$ cat src/rtl/timer_pkg.sv
package timer_pkg;

    // register addresses
    localparam int ADDR_CTRL   = 0;
    localparam int ADDR_COUNT  = 1;
    localparam int ADDR_PRESC  = 2;
    localparam int ADDR_PHASE  = 3;
    localparam int ADDR_ACTION = 4;
    localparam int ADDR_PINCFG = 5;
    localparam int ADDR_PWMEN  = 6;
    localparam int ADDR_FLAGS  = 7;
    localparam int ADDR_MATCH0 = 8;

    typedef enum logic [1:0] {
        PIN_KEEP = 2'd0,
        PIN_LOW  = 2'd1,
        PIN_HIGH = 2'd2,
        PIN_FLIP = 2'd3
    } pin_act_e;

    // one action group, restart in the least significant bit
    typedef struct packed {
        logic irq_en;
        logic freeze;
        logic restart;
    } chan_ctl_t;

    function automatic logic apply_pin(input logic cur, input pin_act_e act);
        case (act)
            PIN_LOW:  return 1'b0;
            PIN_HIGH: return 1'b1;
            PIN_FLIP: return ~cur;
            default:  return cur;
        endcase
    endfunction

endpackage

$ cat src/rtl/tmr_prescaler.sv
module tmr_prescaler #(
    parameter int W = 32
) (
    input  logic         clk,
    input  logic         rst,
    input  logic         run,
    input  logic [W-1:0] limit,
    output logic [W-1:0] phase,
    output logic         tick
);
    assign tick = run && (phase >= limit);

    always_ff @(posedge clk) begin
        if (rst)       phase <= '0;
        else if (!run) phase <= '0;
        else if (tick) phase <= '0;
        else           phase <= phase + 1'b1;
    end
endmodule

$ cat src/rtl/tmr_match_chan.sv
module tmr_match_chan
    import timer_pkg::*;
#(
    parameter int W = 32
) (
    input  logic         clk,
    input  logic         rst,
    input  logic         tick,
    input  logic [W-1:0] count,
    input  logic [W-1:0] match_val,
    input  logic         pwm_en,
    input  logic [1:0]   act,
    input  logic         preset_we,
    input  logic         preset_val,
    output logic         hit,
    output logic         state,
    output logic         pin
);
    assign hit = tick && (count == match_val);

    always_ff @(posedge clk) begin
        if (rst)            state <= 1'b0;
        else if (preset_we) state <= preset_val;
        else if (hit)       state <= apply_pin(state, pin_act_e'(act));
    end

    assign pin = pwm_en ? (count >= match_val) : state;
endmodule

$ cat src/rtl/tmr_match_pwm.sv
module tmr_match_pwm
    import timer_pkg::*;
#(
    parameter int W   = 32,
    parameter int NCH = 4,
    parameter int AW  = 4
) (
    input  logic          clk,
    input  logic          rst,
    input  logic          bus_we,
    input  logic [AW-1:0] bus_addr,
    input  logic [W-1:0]  bus_wdata,
    output logic [W-1:0]  bus_rdata,
    output logic [NCH-1:0] match_out,
    output logic          irq
);
    localparam int PER = NCH - 1;
    localparam int AGW = 3 * NCH;
    localparam int PCW = NCH + 2 * NCH;
    localparam logic [NCH-1:0] PWM_MASK = NCH'((1 << PER) - 1);

    logic            run;
    logic [W-1:0]    count;
    logic [W-1:0]    presc;
    logic [W-1:0]    phase;
    logic            tick;
    logic [AGW-1:0]  act_r;
    logic [2*NCH-1:0] pact_r;
    logic [NCH-1:0]  pwm_en_r;
    logic [NCH-1:0]  flags;
    logic [NCH-1:0]  ev;
    logic [NCH-1:0]  st;
    logic [NCH-1:0]  rst_bits;
    logic [NCH-1:0]  stop_bits;
    logic [NCH-1:0]  ien_bits;
    logic [NCH-1:0]  wr_match;
    logic [W-1:0]    mval [NCH];
    logic            restart_hit;
    logic            stop_hit;

    logic wr_ctrl, wr_count, wr_presc, wr_action, wr_pincfg, wr_pwmen, wr_flags;
    assign wr_ctrl   = bus_we && (bus_addr == AW'(ADDR_CTRL));
    assign wr_count  = bus_we && (bus_addr == AW'(ADDR_COUNT));
    assign wr_presc  = bus_we && (bus_addr == AW'(ADDR_PRESC));
    assign wr_action = bus_we && (bus_addr == AW'(ADDR_ACTION));
    assign wr_pincfg = bus_we && (bus_addr == AW'(ADDR_PINCFG));
    assign wr_pwmen  = bus_we && (bus_addr == AW'(ADDR_PWMEN));
    assign wr_flags  = bus_we && (bus_addr == AW'(ADDR_FLAGS));

    tmr_prescaler #(.W(W)) u_presc (
        .clk  (clk),
        .rst  (rst),
        .run  (run),
        .limit(presc),
        .phase(phase),
        .tick (tick)
    );

    for (genvar g = 0; g < NCH; g++) begin : g_chan
        chan_ctl_t ctl;
        assign ctl          = chan_ctl_t'(act_r[3*g +: 3]);
        assign rst_bits[g]  = ctl.restart;
        assign stop_bits[g] = ctl.freeze;
        assign ien_bits[g]  = ctl.irq_en;
        assign wr_match[g]  = bus_we && (bus_addr == AW'(ADDR_MATCH0 + g));

        always_ff @(posedge clk) begin
            if (rst)              mval[g] <= '0;
            else if (wr_match[g]) mval[g] <= bus_wdata;
        end

        tmr_match_chan #(.W(W)) u_chan (
            .clk       (clk),
            .rst       (rst),
            .tick      (tick),
            .count     (count),
            .match_val (mval[g]),
            .pwm_en    (pwm_en_r[g]),
            .act       (pact_r[2*g +: 2]),
            .preset_we (wr_pincfg),
            .preset_val(bus_wdata[g]),
            .hit       (ev[g]),
            .state     (st[g]),
            .pin       (match_out[g])
        );
    end

    assign restart_hit = |(ev & rst_bits);
    assign stop_hit    = |(ev & stop_bits);

    // counter and run control
    always_ff @(posedge clk) begin
        if (rst) begin
            count <= '0;
            run   <= 1'b0;
        end else begin
            if (wr_count)         count <= bus_wdata;
            else if (tick) begin
                if (restart_hit)   count <= '0;
                else if (!stop_hit) count <= count + 1'b1;
            end
            if (wr_ctrl)          run <= bus_wdata[0];
            else if (stop_hit)    run <= 1'b0;
        end
    end

    // configuration registers
    always_ff @(posedge clk) begin
        if (rst) begin
            presc    <= '0;
            act_r    <= '0;
            pact_r   <= '0;
            pwm_en_r <= '0;
        end else begin
            if (wr_presc)  presc    <= bus_wdata;
            if (wr_action) act_r    <= bus_wdata[AGW-1:0];
            if (wr_pincfg) pact_r   <= bus_wdata[PCW-1:NCH];
            if (wr_pwmen)  pwm_en_r <= bus_wdata[NCH-1:0] & PWM_MASK;
        end
    end

    // status flags: a new match wins over a same-cycle clear
    always_ff @(posedge clk) begin
        if (rst) flags <= '0;
        else     flags <= (flags & ~(wr_flags ? bus_wdata[NCH-1:0] : '0)) | ev;
    end

    assign irq = |(flags & ien_bits);

    always_comb begin
        bus_rdata = '0;
        case (int'(bus_addr))
            ADDR_CTRL:   bus_rdata = W'(run);
            ADDR_COUNT:  bus_rdata = count;
            ADDR_PRESC:  bus_rdata = presc;
            ADDR_PHASE:  bus_rdata = phase;
            ADDR_ACTION: bus_rdata = W'(act_r);
            ADDR_PINCFG: bus_rdata = W'({pact_r, st});
            ADDR_PWMEN:  bus_rdata = W'(pwm_en_r);
            ADDR_FLAGS:  bus_rdata = W'(flags);
            default: begin
                for (int i = 0; i < NCH; i++)
                    if (int'(bus_addr) == ADDR_MATCH0 + i) bus_rdata = mval[i];
            end
        endcase
    end
endmodule

$ cat config.mk
export PLATFORM = sky130hd
export DESIGN_NAME = tmr_match_pwm
export DESIGN_NICKNAME = d
export VERILOG_FILES = /design/src/rtl/timer_pkg.sv /design/src/rtl/tmr_prescaler.sv /design/src/rtl/tmr_match_chan.sv /design/src/rtl/tmr_match_pwm.sv
export SDC_FILE = /design/constraint.sdc
export NUM_CORES = 1
export LEC_CHECK = 0
export BUFFER_PORTS_ARGS = -buffer_cell sky130_fd_sc_hd__buf_2
export CORE_MARGIN = 2
export CORE_UTILIZATION = 35
export DETAILED_ROUTE_END_ITERATION = 8
export PLACE_DENSITY = 0.49
export RECOVER_POWER = 100
export SETUP_SLACK_MARGIN = 0.4
export SYNTH_ARGS = -nofsm -noshare
export SYNTH_HDL_FRONTEND = slang
export SYNTH_SLANG_ARGS = --single-unit
$ cat constraint.sdc
create_clock -name clk -period 10.2 [get_ports clk]
set_clock_uncertainty 0.1 [all_clocks]
set_input_delay 2.04 -clock clk [delete_from_list [all_inputs] [get_ports clk]]
set_output_delay 2.04 -clock clk [all_outputs]
set_load 0.03 [all_outputs]
==> impl_metrics.env, run 1 <==
export IMPL_min_period_ps=8670
export IMPL_rows=78
export IMPL_start_util_pct=35.5
export IMPL_cts_made_buffers=31
export IMPL_drtPass1Iterations=6
export IMPL_die_h_microns=219
export IMPL_clock_sinks=256
export IMPL_failed_checks="max-capacitance violations, max-slew violations"
export IMPL_port_buffers=75
export IMPL_final_common_cell="nand2_1"
export IMPL_required_ps=8060
export IMPL_grt_usage_pct=24.9
export IMPL_synthTopCellsByArea="edfxtp_1, dfxtp_1, ha_1"
export IMPL_layout_common_cells="nand2_1, inv_1, ha_1"
export IMPL_critPathKind="in -> out"
export IMPL_drv_slew=285
export IMPL_cp_cell_sequence="clkbuf_1, nor3_1, clkbuf_1, a222oi_1, nand2_1, o21ai_0, a21oi_1, clkbuf_1"
export IMPL_die_w_microns=219
export IMPL_rsz0062_at_grt="no"
export IMPL_nets=2062
export IMPL_postCtsSetupBuffers=0
export IMPL_slew_headroom_pct=-101
export IMPL_die_area_sq_mm=0.0478
export IMPL_grt_max_degree=65
export IMPL_yosys_warnings=0
export IMPL_gp_congestion=0.964
export IMPL_hpwl_microns=44500
export IMPL_synthFlopType="edfxtp_1"
export IMPL_finalSetupViolations=0
export IMPL_finalCritPeriodShare_pct=85.0
export IMPL_fmax_ghz=0.115
export IMPL_synth_edff_count=128
export IMPL_drc=0
export IMPL_finalSetupTns_ps=0
export IMPL_p_per_area_mw_per_mm2=146
export IMPL_worst_ep_arrival_time_ps=6530
export IMPL_cp_max_fo=36
export IMPL_pin_count=76
export IMPL_syn_area_per_cell_sq_um=8.64
export IMPL_antenna_found_initial=2
export IMPL_status="finished, violations left"
export IMPL_drive_gt1_share_pct=5.90
export IMPL_holdBufCountCts=0
export IMPL_cpPeakStageDelay_ps=1750
export IMPL_detail_route_iter0_violations=1489
export IMPL_syn_inst=1865
export IMPL_syn_num_nets=2036
export IMPL_grt_pass1_wl_microns=88500
export IMPL_hold_viol_final=0
export IMPL_max_slew_worst_pin_slew_ps=3020
export IMPL_clk_path_buf_depth=3
export IMPL_ir_worst_vdd_v=0.0000837
export IMPL_grt_pass1_vias=13600
export IMPL_totalWireLength_microns=60200
export IMPL_final_antenna_net_count=0
export IMPL_clk_pin_slew_ps=50
export IMPL_async_flop_share_pct=0
export IMPL_htreeDepth=1
export IMPL_synth_top_area_share_pct=23.8
export IMPL_cpMaxStageDelayCell="nor3_1"
export IMPL_clock_latency_ps=580
export IMPL_leakage_uw=0.00716
export IMPL_synth_seq_cells=256
export IMPL_area_growth_pct=11.6
export IMPL_post_drt_wl_per_cell_microns=23.9
export IMPL_drv_cap=11
export IMPL_via_per_inst=5.64
export IMPL_cpMostUsedCell="clkbuf_1"
export IMPL_endpoint_kind="primary output"
export IMPL_hp_class="reg -> reg"
export IMPL_grt_ovfl_total=0
export IMPL_cts_tree="yes"
export IMPL_seq_area_frac_synth_pct=39.7
export IMPL_synth_distinct_cells=65
export IMPL_core_area_sq_mm=0.0454
export IMPL_yosys_area_top_type="edfxtp_1"
export IMPL_root_buffer="clkbuf_16"
export IMPL_fin_util_pct=39.6
export IMPL_startpoint_type="primary input"
export IMPL_syn_cell_area_sq_mm=0.0161
export IMPL_cts_resized=0
export IMPL_num_vias=14200
synthesized netlist by cell type, types with 26 or more instances:
master,number
nor2_1,100
ha_1,132
a22oi_1,70
a21oi_1,119
nand4_1,41
edfxtp_1,128
a22o_1,29
and2_1,123
nand3_1,65
and3_1,26
xor2_1,61
nand2_1,258
clkbuf_1,78
dfxtp_1,128
inv_1,162
a21o_1,31
o21ai_0,72
path summary, 6_finish.rpt:
| check | to | from | depth (start not counted) | slack, ps |
|---|---|---|---|---|
| min | presc[5] | presc[5] | 2 | 350 |
| min reg2reg | presc[5] | presc[5] | 2 | 350 |
| max | bus_rdata[7] | bus_addr[1] | 8 | 1530 |
| max reg2reg | count[28] | count[11] | 10 | 5290 |
per-layer routing:
metal	vias up	GRT usage, %	wire length [microns]
met2	571	38.9	27000
met1	6841	34.9	26500
met3	108	3.79	4820
met5	-	0	0
li1	6661	-	-
met4	0	8.07	1870
where the power goes:
part | total [uW] | internal [uW] | switching, uW
Combinational | 242 | 69.2 | 173
Sequential | 1160 | 1120 | 43.2
Clock | 1220 | 746 | 469
Total | 2620 | 1930 | 685
final cells by class:
type | instances | area, sq um
tap | 600 | 751
fill | 4660 | 27400
timing repair buffer | 99 | 457
antenna | 1 | 2.50
inverter | 162 | 608
clock inverter | 14 | 179
clock buffer | 43 | 946
multi-input combinational | 1341 | 8640
sequential | 256 | 6410
worst max-delay path: cells and delay by family:
family          cells  cell delay [ps]
buf+inv             3             2100
compound gates      3              480
simple gates        2             1870
flip-flops by register name, summed over array words and instances (netlist names):
| signal | cells |
|---|---|
| run | 1 |
| pwm_en_r | 3 |
| u_presc.phase | 32 |
| g_chan.u_chan.state | 4 |
| presc | 32 |
| count | 32 |
| act_r | 12 |
| mval | 128 |
| pact_r | 8 |
| flags | 4 |
metrics by stage:
step	cell area (sq um)	setup slack [ps]	cells	power [uW]	hold slack, ps
finish	18000	1530	2516	2620	353
CTS	18100	2740	2515	2640	356
floorplan	16100	4020	1865	1310	325
detailed placement	17000	2730	2458	1430	348
global placement	17000	2740	2458	1420	343
global route	18000	1350	2515	2700	368
cell families (layout without fill, tap and decap cells):
group,count (synthesis),in the layout,share of synthesized area [%]
other,0,1,0
multiplexers,5,5,0.318
AND/OR/NAND/NOR,705,705,21.5
XOR/XNOR,74,74,4.02
adder cells (fa/ha/maj),132,132,10.2
flip-flops,256,256,39.7
buffers and inverters,268,318,6.68
AO/OA/AOI/OAI,425,425,17.5
Power figures use the tool's default switching activity.
==> run 2: changes to the inputs <==
--- a/config.mk
+++ b/config.mk
@@ -9,7 +9,7 @@
 export CORE_MARGIN = 2
 export CORE_UTILIZATION = 35
 export DETAILED_ROUTE_END_ITERATION = 8
-export PLACE_DENSITY = 0.49
+export PLACE_DENSITY = 0.51
 export RECOVER_POWER = 100
 export SETUP_SLACK_MARGIN = 0.4
 export SYNTH_ARGS = -nofsm -noshare
==> constraint.sdc (replaced) <==
create_clock -name clk -period 6.96 [get_ports clk]
set_clock_uncertainty 0.1 [all_clocks]
set_input_delay 1.392 -clock clk [delete_from_list [all_inputs] [get_ports clk]]
set_output_delay 1.392 -clock clk [all_outputs]
set_load 0.03 [all_outputs]
==> impl_metrics.env, run 2 (same netlist as run 1, synthesis figures left out) <==
export IMPL_drive_gt1_share_pct=5.99
export IMPL_post_drt_wl_per_cell_microns=23.7
export IMPL_detail_route_iter0_violations=1867
export IMPL_clk_pin_slew_ps=60
export IMPL_min_period_ps=6280
export IMPL_swShare_pct=26.4
export IMPL_crit_buf_inv=3
export IMPL_power_frac_clock_pct=44.6
export IMPL_p_comb_share_pct=9.8
export IMPL_clk_path_buf_depth=3
export IMPL_cpPeakStageDelay_ps=1250
export IMPL_required_ps=5470
export IMPL_nets=2068
export IMPL_cpMaxStageDelayCell="nor3_1"
export IMPL_area_growth_pct=11.3
export IMPL_pin_count=76
export IMPL_grt_ovfl_total=0
export IMPL_cts_tree="yes"
export IMPL_start_util_pct=35.5
export IMPL_via_per_inst=5.70
export IMPL_startpoint_type="primary input"
export IMPL_cts_resized=0
export IMPL_whs_ps=355
export IMPL_leakage_uw=0.00716
export IMPL_hold_viol_final=0
export IMPL_cp_max_fo=45
export IMPL_cp_top_family="simple AND/OR/NAND/NOR gates"
export IMPL_clock_sinks=256
export IMPL_critPathKind="in -> out"
export IMPL_fmax_ghz=0.159
export IMPL_p_int_uw=2740
export IMPL_finalSetupTns_ps=0
export IMPL_grt_pass1_vias=13500
export IMPL_largest_reg_flops=128
export IMPL_finalSetupViolations=0
export IMPL_layout_common_cells="nand2_1, inv_1, ha_1"
export IMPL_grt_usage_pct=24.9
export IMPL_ir_worst_vdd_v=0.000143
export IMPL_port_buffers=75
export IMPL_hpwl_microns=44100
export IMPL_finalCritPeriodShare_pct=90.2
export IMPL_drc=0
export IMPL_clock_latency_ps=580
export IMPL_cts_made_buffers=31
export IMPL_setup_ws_ps=684
export IMPL_drv_cap=10
export IMPL_worst_ep_arrival_time_ps=4780
export IMPL_pwr_share_seq_pct=45.6
export IMPL_die_area_sq_mm=0.0478
export IMPL_max_slew_worst_pin_slew_ps=3230
export IMPL_final_antenna_net_count=0
export IMPL_cpMostUsedCell="clkbuf_1"
export IMPL_drtPass1Iterations=9
export IMPL_endpoint_kind="primary output"
export IMPL_antenna_found_initial=2
export IMPL_totalWireLength_microns=59800
export IMPL_grt_pass1_wl_microns=88600
export IMPL_p_switching_uw=980
export IMPL_holdBufCountCts=0
export IMPL_final_common_cell="nand2_1"
export IMPL_die_h_microns=219
export IMPL_slew_headroom_pct=-115
export IMPL_cp_cell_sequence="buf_2, nand2b_1, clkbuf_1, nor3_1, a22oi_1, nand2_1, a21oi_1, o21ai_0, clkbuf_1"
export IMPL_postCtsSetupBuffers=0
export IMPL_place_ws_ps=1190
export IMPL_core_area_sq_mm=0.0454
export IMPL_largest_register="mval"
export IMPL_grt_max_degree=68
export IMPL_die_w_microns=219
export IMPL_hp_class="reg -> reg"
export IMPL_gp_congestion=0.986
export IMPL_failed_checks="max-capacitance violations, max-slew violations"
export IMPL_num_vias=14400
export IMPL_rsz0062_at_grt="no"
export IMPL_root_buffer="clkbuf_16"
export IMPL_status="finished, violations left"
export IMPL_drv_slew=285
export IMPL_rows=78
export IMPL_htreeDepth=1
export IMPL_p_per_area_mw_per_mm2=207
==> run 2: final timing paths <==
path | from | to | slack (ps) | cells after the start
worst min-delay path | presc[30] | presc[30] | 360 | 2
worst min register to register | presc[30] | presc[30] | 360 | 2
worst max-delay path | bus_addr[0] | bus_rdata[1] | 680 | 9
worst max register to register | count[15] | count[28] | 2080 | 10
==> run 2: area by class of cell <==
cell class / count / area [sq um]
clock buffers: 52 / 986
repair buffers: 105 / 498
flip-flops and latches: 256 / 6410
inverters: 162 / 608
multi-input cells: 1341 / 8630
well taps: 600 / 751
fillers: 4630 / 27400
clock inverters: 5 / 53.8
diodes: 1 / 2.50
==> run 2: per-layer routing <==
layer  track usage (%)  vias up  part of all wire, %
li1                  -     6682                    -
met1              35.3     6903                   45
met2              38.4      659                   43
met3              3.28      131                  7.8
met4              8.91        2                  4.1
met5                 0        -                0.022
==> run 2: power groups by stage <==
stage	registers, uW	logic, uW	clock network, uW
final	1700	363	1660
after CTS	1690	367	1680
after global placement	1730	362	0
after floorplan	1700	225	0
after global routing	1700	393	1740
after detailed placement	1730	366	0
==> run 2: worst min-delay path, cell delays in order (launching register included) <==
cell and delay [ps]:
dfxtp_1 310, nand2_1 50, a21oi_1 50
==> run 2: metrics by stage <==
stage | total power (uW) | utilization (%) | instance area [sq um] | std cells
2_1_floorplan | 1920 | - | 16100 | 1865
5_1_grt | 3830 | 39.5 | 17900 | 2522
3_5_place_dp | 2090 | 37.5 | 17000 | 2464
4_1_cts | 3740 | 39.8 | 18100 | 2521
3_3_place_gp | 2090 | 37.5 | 17000 | 2464
6_report | 3720 | 39.5 | 17900 | 2522
